`src/rtl/gpio_bank_pkg.sv`:
```
package gpio_bank_pkg;

  localparam int SLOT_PINS = 32;
  localparam int HALF_PINS = 16;
  localparam int REG_BITS  = 3;

  typedef enum logic [REG_BITS-1:0] {
    REG_MLO   = 3'd0,
    REG_MHI   = 3'd1,
    REG_DATA  = 3'd2,
    REG_LEVEL = 3'd3,
    REG_DIR   = 3'd4,
    REG_OE    = 3'd5,
    REG_IMASK = 3'd6,
    REG_RSVD  = 3'd7
  } gpio_reg_e;

  function automatic int bank_width(int b, int narrow_idx, int narrow_w);
    return (b == narrow_idx) ? narrow_w : SLOT_PINS;
  endfunction

  function automatic int bank_base(int b, int narrow_idx, int narrow_w);
    return b * SLOT_PINS - ((b > narrow_idx) ? (SLOT_PINS - narrow_w) : 0);
  endfunction

endpackage

```
`src/rtl/gpio_sync.sv`:
```
module gpio_sync #(
  parameter int WIDTH = 32
) (
  input  logic             clk,
  input  logic             rst_n,
  input  logic [WIDTH-1:0] d,
  output logic [WIDTH-1:0] q
);

  logic [WIDTH-1:0] s1_q;
  logic [WIDTH-1:0] s2_q;
  logic [1:0]       age_q;
  logic [1:0]       age_d;

  always_comb begin
    age_d = (age_q == 2'd2) ? age_q : age_q + 2'd1;
  end

  always_ff @(posedge clk or negedge rst_n) begin
    if (!rst_n) begin
      s1_q  <= '0;
      s2_q  <= '0;
      age_q <= '0;
    end else begin
      s1_q  <= d;
      s2_q  <= s1_q;
      age_q <= age_d;
    end
  end

  assign q = s2_q;


  sync_lag_chk: assert property (@(posedge clk) disable iff (!rst_n)
    (age_q == 2'd2) |-> (q == $past(d, 2)));

endmodule

```
`src/rtl/gpio_bank.sv`:
```
module gpio_bank
  import gpio_bank_pkg::*;
#(
  parameter int WIDTH = 32
) (
  input  logic             clk,
  input  logic             rst_n,
  input  logic             we,
  input  gpio_reg_e        reg_sel,
  input  logic [31:0]      wdata,
  output logic [31:0]      rdata,
  input  logic [WIDTH-1:0] pad_in,
  output logic [WIDTH-1:0] pad_out,
  output logic [WIDTH-1:0] pad_oe
);

  localparam logic [31:0] WMASK = 32'hFFFF_FFFF >> (SLOT_PINS - WIDTH);

  logic [WIDTH-1:0] latch_q, latch_d;
  logic [WIDTH-1:0] dir_q, dir_d;
  logic [WIDTH-1:0] oe_q, oe_d;
  logic [WIDTH-1:0] imask_q, imask_d;
  logic [WIDTH-1:0] level;
  logic             latch_en, dir_en, oe_en, imask_en;

  logic [31:0] latch_x, dir_x, oe_x, imask_x, level_x, latch_nx;

  gpio_sync #(.WIDTH(WIDTH)) u_sync (
    .clk   (clk),
    .rst_n (rst_n),
    .d     (pad_in),
    .q     (level)
  );

  always_comb begin
    latch_x = '0;
    dir_x   = '0;
    oe_x    = '0;
    imask_x = '0;
    level_x = '0;
    latch_x[WIDTH-1:0] = latch_q;
    dir_x[WIDTH-1:0]   = dir_q;
    oe_x[WIDTH-1:0]    = oe_q;
    imask_x[WIDTH-1:0] = imask_q;
    level_x[WIDTH-1:0] = level;
  end

  // next state
  always_comb begin
    latch_nx = latch_x;
    case (reg_sel)
      REG_DATA: latch_nx = wdata;
      REG_MLO: begin
        for (int i = 0; i < HALF_PINS; i++) begin
          if (!wdata[HALF_PINS+i]) latch_nx[i] = wdata[i];
        end
      end
      REG_MHI: begin
        for (int i = 0; i < HALF_PINS; i++) begin
          if (!wdata[HALF_PINS+i]) latch_nx[HALF_PINS+i] = wdata[i];
        end
      end
      default: latch_nx = latch_x;
    endcase
    latch_d  = latch_nx[WIDTH-1:0];
    latch_en = we && (reg_sel == REG_DATA || reg_sel == REG_MLO || reg_sel == REG_MHI);
    dir_d    = wdata[WIDTH-1:0];
    dir_en   = we && (reg_sel == REG_DIR);
    oe_d     = wdata[WIDTH-1:0];
    oe_en    = we && (reg_sel == REG_OE);
    imask_d  = imask_q | wdata[WIDTH-1:0];
    imask_en = we && (reg_sel == REG_IMASK);
  end

  // registers
  always_ff @(posedge clk or negedge rst_n) begin
    if (!rst_n) begin
      latch_q <= '0;
      dir_q   <= '0;
      oe_q    <= '0;
      imask_q <= '0;
    end else begin
      if (latch_en) latch_q <= latch_d;
      if (dir_en)   dir_q   <= dir_d;
      if (oe_en)    oe_q    <= oe_d;
      if (imask_en) imask_q <= imask_d;
    end
  end

  // read mux
  always_comb begin
    case (reg_sel)
      REG_MLO:   rdata = {16'h0, latch_x[15:0]};
      REG_MHI:   rdata = {16'h0, latch_x[31:16]};
      REG_DATA:  rdata = latch_x;
      REG_LEVEL: rdata = level_x;
      REG_DIR:   rdata = dir_x;
      REG_OE:    rdata = oe_x;
      REG_IMASK: rdata = imask_x;
      default:   rdata = '0;
    endcase
  end

  assign pad_out = latch_q;
  assign pad_oe  = dir_q & oe_q;


  mlo_mask_hold_chk: assert property (@(posedge clk) disable iff (!rst_n)
    (we && reg_sel == REG_MLO) |=>
      (((latch_x[15:0] ^ $past(latch_x[15:0])) & $past(wdata[31:16])) == 16'h0));


  mhi_mask_hold_chk: assert property (@(posedge clk) disable iff (!rst_n)
    (we && reg_sel == REG_MHI) |=>
      (((latch_x[31:16] ^ $past(latch_x[31:16])) & $past(wdata[31:16])) == 16'h0));


  data_full_load_chk: assert property (@(posedge clk) disable iff (!rst_n)
    (we && reg_sel == REG_DATA) |=> (latch_x == ($past(wdata) & WMASK)));


  imask_sticky_chk: assert property (@(posedge clk) disable iff (!rst_n)
    1'b1 |=> ((imask_x & $past(imask_x)) == $past(imask_x)));

endmodule

```
`src/rtl/gpio_banked.sv`:
```
module gpio_banked
  import gpio_bank_pkg::*;
#(
  parameter int NUM_BANKS   = 4,
  parameter int NARROW_BANK = 1,
  parameter int NARROW_W    = 22,
  parameter int ADDR_W      = 6,
  localparam int TOTAL_PINS = NUM_BANKS * SLOT_PINS
                              - ((NARROW_BANK < NUM_BANKS) ? (SLOT_PINS - NARROW_W) : 0)
) (
  input  logic                  clk,
  input  logic                  rst_n,
  input  logic [ADDR_W-1:0]     bus_addr,
  input  logic                  bus_we,
  input  logic [31:0]           bus_wdata,
  output logic [31:0]           bus_rdata,
  input  logic [TOTAL_PINS-1:0] pad_in,
  output logic [TOTAL_PINS-1:0] pad_out,
  output logic [TOTAL_PINS-1:0] pad_oe
);

  localparam int BIDX_W = ADDR_W - REG_BITS;

  logic              rst_meta_q, rst_sync_n;
  logic [BIDX_W-1:0] bank_idx;
  gpio_reg_e         reg_sel;
  logic [NUM_BANKS-1:0] bank_hit;
  logic [31:0]       bank_rd [NUM_BANKS];
  logic              addr_undef;

  // asynchronous assert, synchronous release
  always_ff @(posedge clk or negedge rst_n) begin
    if (!rst_n) begin
      rst_meta_q <= 1'b0;
      rst_sync_n <= 1'b0;
    end else begin
      rst_meta_q <= 1'b1;
      rst_sync_n <= rst_meta_q;
    end
  end

  assign bank_idx = bus_addr[ADDR_W-1:REG_BITS];
  assign reg_sel  = gpio_reg_e'(bus_addr[REG_BITS-1:0]);

  for (genvar b = 0; b < NUM_BANKS; b++) begin : g_bank
    localparam int W    = bank_width(b, NARROW_BANK, NARROW_W);
    localparam int BASE = bank_base(b, NARROW_BANK, NARROW_W);

    assign bank_hit[b] = (bank_idx == BIDX_W'(b));

    gpio_bank #(.WIDTH(W)) u_bank (
      .clk     (clk),
      .rst_n   (rst_sync_n),
      .we      (bus_we && bank_hit[b]),
      .reg_sel (reg_sel),
      .wdata   (bus_wdata),
      .rdata   (bank_rd[b]),
      .pad_in  (pad_in[BASE+W-1:BASE]),
      .pad_out (pad_out[BASE+W-1:BASE]),
      .pad_oe  (pad_oe[BASE+W-1:BASE])
    );
  end

  assign addr_undef = (reg_sel == REG_RSVD) || !(|bank_hit);

  always_comb begin
    bus_rdata = '0;
    for (int b = 0; b < NUM_BANKS; b++) begin
      if (bank_hit[b]) bus_rdata = bank_rd[b];
    end
  end


  undef_write_quiet_chk: assert property (@(posedge clk) disable iff (!rst_sync_n)
    (bus_we && addr_undef) |=> ($stable(pad_out) && $stable(pad_oe)));

endmodule

```
`config.mk`:
```
export PLATFORM = sky130hd
export DESIGN_NAME = gpio_banked
export DESIGN_NICKNAME = d
export VERILOG_FILES = /design/src/rtl/gpio_bank_pkg.sv /design/src/rtl/gpio_sync.sv /design/src/rtl/gpio_bank.sv /design/src/rtl/gpio_banked.sv
export SDC_FILE = /design/constraint.sdc
export NUM_CORES = 1
export LEC_CHECK = 0
export ABC_AREA = 1
export CORE_MARGIN = 8
export CORE_UTILIZATION = 30
export DETAILED_ROUTE_END_ITERATION = 6
export GPL_TIMING_DRIVEN = 0
export PLACE_DENSITY = 0.47
export SLEW_MARGIN = 0
export SYNTH_ARGS = -nofsm -noshare
export SYNTH_HDL_FRONTEND = slang
export SYNTH_HIERARCHICAL = 1
export SYNTH_SLANG_ARGS = --single-unit
```
`constraint.sdc`:
```
create_clock -name clk -period 48.3 [get_ports clk]
set_clock_uncertainty 0.15 [all_clocks]
set_input_delay 7.245 -clock clk [delete_from_list [all_inputs] [get_ports clk]]
set_output_delay 7.245 -clock clk [all_outputs]
set_load 0.05 [all_outputs]
```
After elaboration in Yosys (flattened, before gate mapping)
Index checks and enable logic that the tools add are counted.
Word-level totals
  bits of input ports: 159
  logic and storage cells: 360
  output and inout port bits: 268
  register bits: 710
Operators by class
  reductions and logical operators: 144
  equal/unequal tests: 41
  bitwise gates (word level): 8
  multiplexer cells: 27
Operators with widths (count)
  $pmux 32 s7: 3
  $reduce_and 3->1: 118
  $pmux 22 s7: 1
  $mux 32: 4
  $and 32x32->32: 3
  $or 32x32->32: 3
  $ne 2x2->1 const B: 32
  $pmux 16 s2: 2
  $and 22x22->22: 1
  $or 22x22->22: 1
  $logic_and 1x1->1: 20
  $mux 1: 16
  $eq 3x2->1 const B: 4
  $pmux 6 s2: 1
  $eq 3x3->1 const B: 3
  $eq 3x1->1 const B: 2
  $logic_not 3->1: 2
  $reduce_bool 2->1: 2
  $logic_or 1x1->1: 2

Logic depth before layout (Yosys ltp)
  depth in word-level cells: 6
  depth in mapped cells: 13

By module
Netlist, hierarchy kept.
By module, submodules not included
  gpio_bank at g_bank[2].u_bank ...: instances 2, cells each 1086, area an instance 7388.3 µm²
  gpio_bank at g_bank[0].u_bank: instances 1, cells each 1107, area an instance 7432.1 µm²
  gpio_bank at g_bank[1].u_bank: instances 1, cells each 674, area an instance 5018.6 µm²
  gpio_sync at g_bank[0].u_bank.u_sync ...: instances 3, cells each 64, area an instance 1601.5 µm²
  gpio_banked: instances 1, cells each 208, area an instance 1256.2 µm²
  gpio_sync at g_bank[1].u_bank.u_sync: instances 1, cells each 44, area an instance 1101.1 µm²

Least setup slack after synthesis
No wires, ideal clock.
  path type: input -> output
  start point: input port bus_addr[0]
  end point: output port bus_rdata[12]
  path slack: 32.229 ns
  stages: 11
  arrival time: 8.676 ns
  path through: buf_4 > inv_2 > nand2_1 > inv_2 > clkbuf_1 > nand2_1 > nand2_1 > inv_1 > nand2_1 > nand3_1 > nand4_1
RTL lines
  start, declared: RTL line gpio_banked.sv:13  | input logic [ADDR_W-1:0] bus_addr,
  end, declared: RTL line gpio_banked.sv:16  | output logic [31:0] bus_rdata,

==> qor.yml <==
outcome: "complete, but fails checks"
violations: "max-capacitance violations, max-slew violations"
power_leakage_nw: 22.2
cts.sinks: 710
io_pins: 427
netlist_instances: 4397
area_growth_pct: 27.4
gp_congestion: 0.934
ys_seq_area_share_pct: 51.7
antenna_found_initial: 10
worst_skew_pair.late_latency_ps: 680
drtPass1Iterations: 5
max_cap_viol_count: 5
root_buffer: "clkbuf_16"
ys.flop_type: "dfrtp_1"
synth.distinct_cells: 32
drv_slew: 73
finalSetupTns_ps: 0
io_buffers: 424
slew_headroom_pct: -4.60
ir_worst_vdd_mv: 0.0235
pre_cts_slack_ps: 29380
wl_per_cell_microns: 26.0
dp_hpwl_mm: 125
die_h_microns: 355
synth.area.top_cells: "dfrtp_1 52%, nand2_1 17%, nand3_1 8.4%"
wl_mm: 170
fmax_mhz: 52.5
cp.required_ps: 40910
cts_hold_buf: 0
synth_area_sq_mm: 0.0344
crit_fanout: 10
setup_viol: 0
register_area_sq_mm: 0.0178
p_per_area_mw_per_mm2: 40.7
fin_crit_sh_pct: 39.4
ant_nets: 0
critPathCaptureType: "primary output"
num_vias: 33200
period_minus_slack_ps: 19050
grt_usage_pct: 26.2
drcViolationCount: 0
grt-ovfl-total: 0
grt_pass1_vias: 32400
cts_setup_buffers: 0
netlist_top_cells_count: "1533 x nand2_1, 710 x dfrtp_1, 579 x nand3_1"
initial_core_util_pct: 30.2
async_reset_ff_share_pct: 100
clkTransAtPathRegs_ps: 60
grt_max_degree: 70
synth_top_area_share_pct: 51.7
ys_ff_latch: 710
clk_path_buf_depth: 3
instances_no_fill: 6513
nets: 5091
crit_type: "input pin to primary output"
grt_pass1_wl_mm: 240
synth_area_leader_cell: "dfrtp_1"
hold_class: "flip-flop to asynchronous set/reset pin"
tightestPinTransition_ps: 1560
arrival_ps: 11650
fp-row-count: 124
cts-resized-gates: 0
setup_slack_ps: 29250
dieWidth_microns: 355
n_fill_cell: 12000
vias_per_cell: 5.10
drt_iter0_markers: 3489
cts_tree: "done"
core-area_sq_mm: 0.114
cts_made_buffers: 86
htreeDepth: 3
drive_above_1_share_pct: 9.36
dp_cells: 6356
hold_viol: 0
dieArea_sq_mm: 0.126
syn_avg_cell_area_sq_um: 7.82
start_kind: "input pin"
rsz0062_at_grt: "no"
synth_most_common_cell: "nand2_1"
synth_edf_count: 0
synth_warnings: 6
multi_input_area_sq_mm: 0.0136
## power by group
group          switching (mW)  internal (mW)  leakage [nW]
Sequential             0.0636          0.662          8.99
Clock                   0.282          0.413          1.46
Combinational           0.258          0.106          11.7
Total                   0.603           1.18          22.2
## placed cells by master (no fill, tap or decap), types with 2 or more instances in the layout
cell type           n
and3_1              3
clkinv_8            3
nand2_1          1533
buf_6              22
clkinv_4            3
buf_2             132
dfrtp_1           709
bufinv_16          10
nand3_4             3
inv_2              21
clkinvlp_4          7
o21bai_1          113
nand2_4             2
o21ai_1           119
nand4_1           129
inv_6               3
clkinv_2           11
buf_4              57
clkdlybuf4s50_1   399
nand3_1           579
clkbuf_8           20
o21ai_2            18
nor2_2             15
clkbuf_1           78
a21oi_1             8
nor2_1            295
nand2_2            10
buf_1              11
nor3_4              4
clkbuf_16          86
nand3_2             6
conb_1             11
o21ai_0           145
nor2_4             15
buf_16             14
inv_1             398
## worst max-delay path, cell delays in order
cell and delay [ps]:
clkdlybuf4s50_1 930, buf_4 440, nor2_2 360, clkbuf_1 610, nand3_1 150, nand2_1 110
nor2_1 110, nand2_1 180, nand4_1 220, nand4_1 390, clkdlybuf4s50_1 890
## metrics by stage
step                power (mW)  utilization, %  hold WS, ps  cell area, sq um
finish                    1.79            38.4          111             43800
global route              1.85            38.4          155             43800
CTS                       1.80            38.4          123             43800
detailed placement        1.10            35.8          128             40800
global placement          1.09            35.6          183             40600
floorplan                0.916               -          181             34400
## metal layers
layer	routed length [microns]	vias to the layer above	track usage, %
li1	-	15100	-
met1	73300	16300	35.6
met2	71900	1504	38.8
met3	16200	328	7.90
met4	8100	8	10.7
met5	43	-	0
## kinds of logic after synthesis
kind of cell	synth area share [%]
other	0.0218
buffers and inverters	8.99
DFF	51.7
and+or+nand+nor	32.4
AOI/OAI and AO/OA	6.91
## layout make-up
cell class / count / area share, %
Multi-Input combinational cell: 3012 / 31.0
Tap cell: 1512 / 4.32
Antenna cell: 1 / 0.00571
Sequential cell: 710 / 40.5
Inverter: 421 / 3.63
Clock buffer: 118 / 5.64
Clock inverter: 38 / 1.21
Timing Repair Buffer: 438 / 10.3
Buffer: 263 / 3.42
## flip-flops by register name (all words and copies together), names as in the netlist
signal                     cells
g_bank.u_bank/dir_q          118
g_bank.u_bank/imask_q        118
g_bank.u_bank/u_sync/s1_q    118
g_bank.u_bank/oe_q           118
g_bank.u_bank/u_sync/q       118
rst_sync_n                     1
rst_meta_q                     1
g_bank.u_bank/pad_out        118
## final timing paths
check | startpoint | endpoint | slack (ps) | cells past startpoint
worst max-delay path | bus_addr[1] | bus_rdata[18] | 29250 | 11
worst min-delay path | rst_sync_n | g_bank[2].u_bank/u_sync/s1_q[11] | 110 | 0
worst max register to register | rst_sync_n | g_bank[0].u_bank/oe_q[1] | 46160 | 4
worst min register to register | rst_sync_n | g_bank[2].u_bank/u_sync/s1_q[11] | 110 | 0
max in group asynchronous | rst_n | rst_sync_n | 41280 | 1
min in group clk | g_bank[3].u_bank/u_sync/s1_q[16] | g_bank[3].u_bank/u_sync/q[16] | 190 | 0
Note: power is estimated with default switching activity, not from simulation.
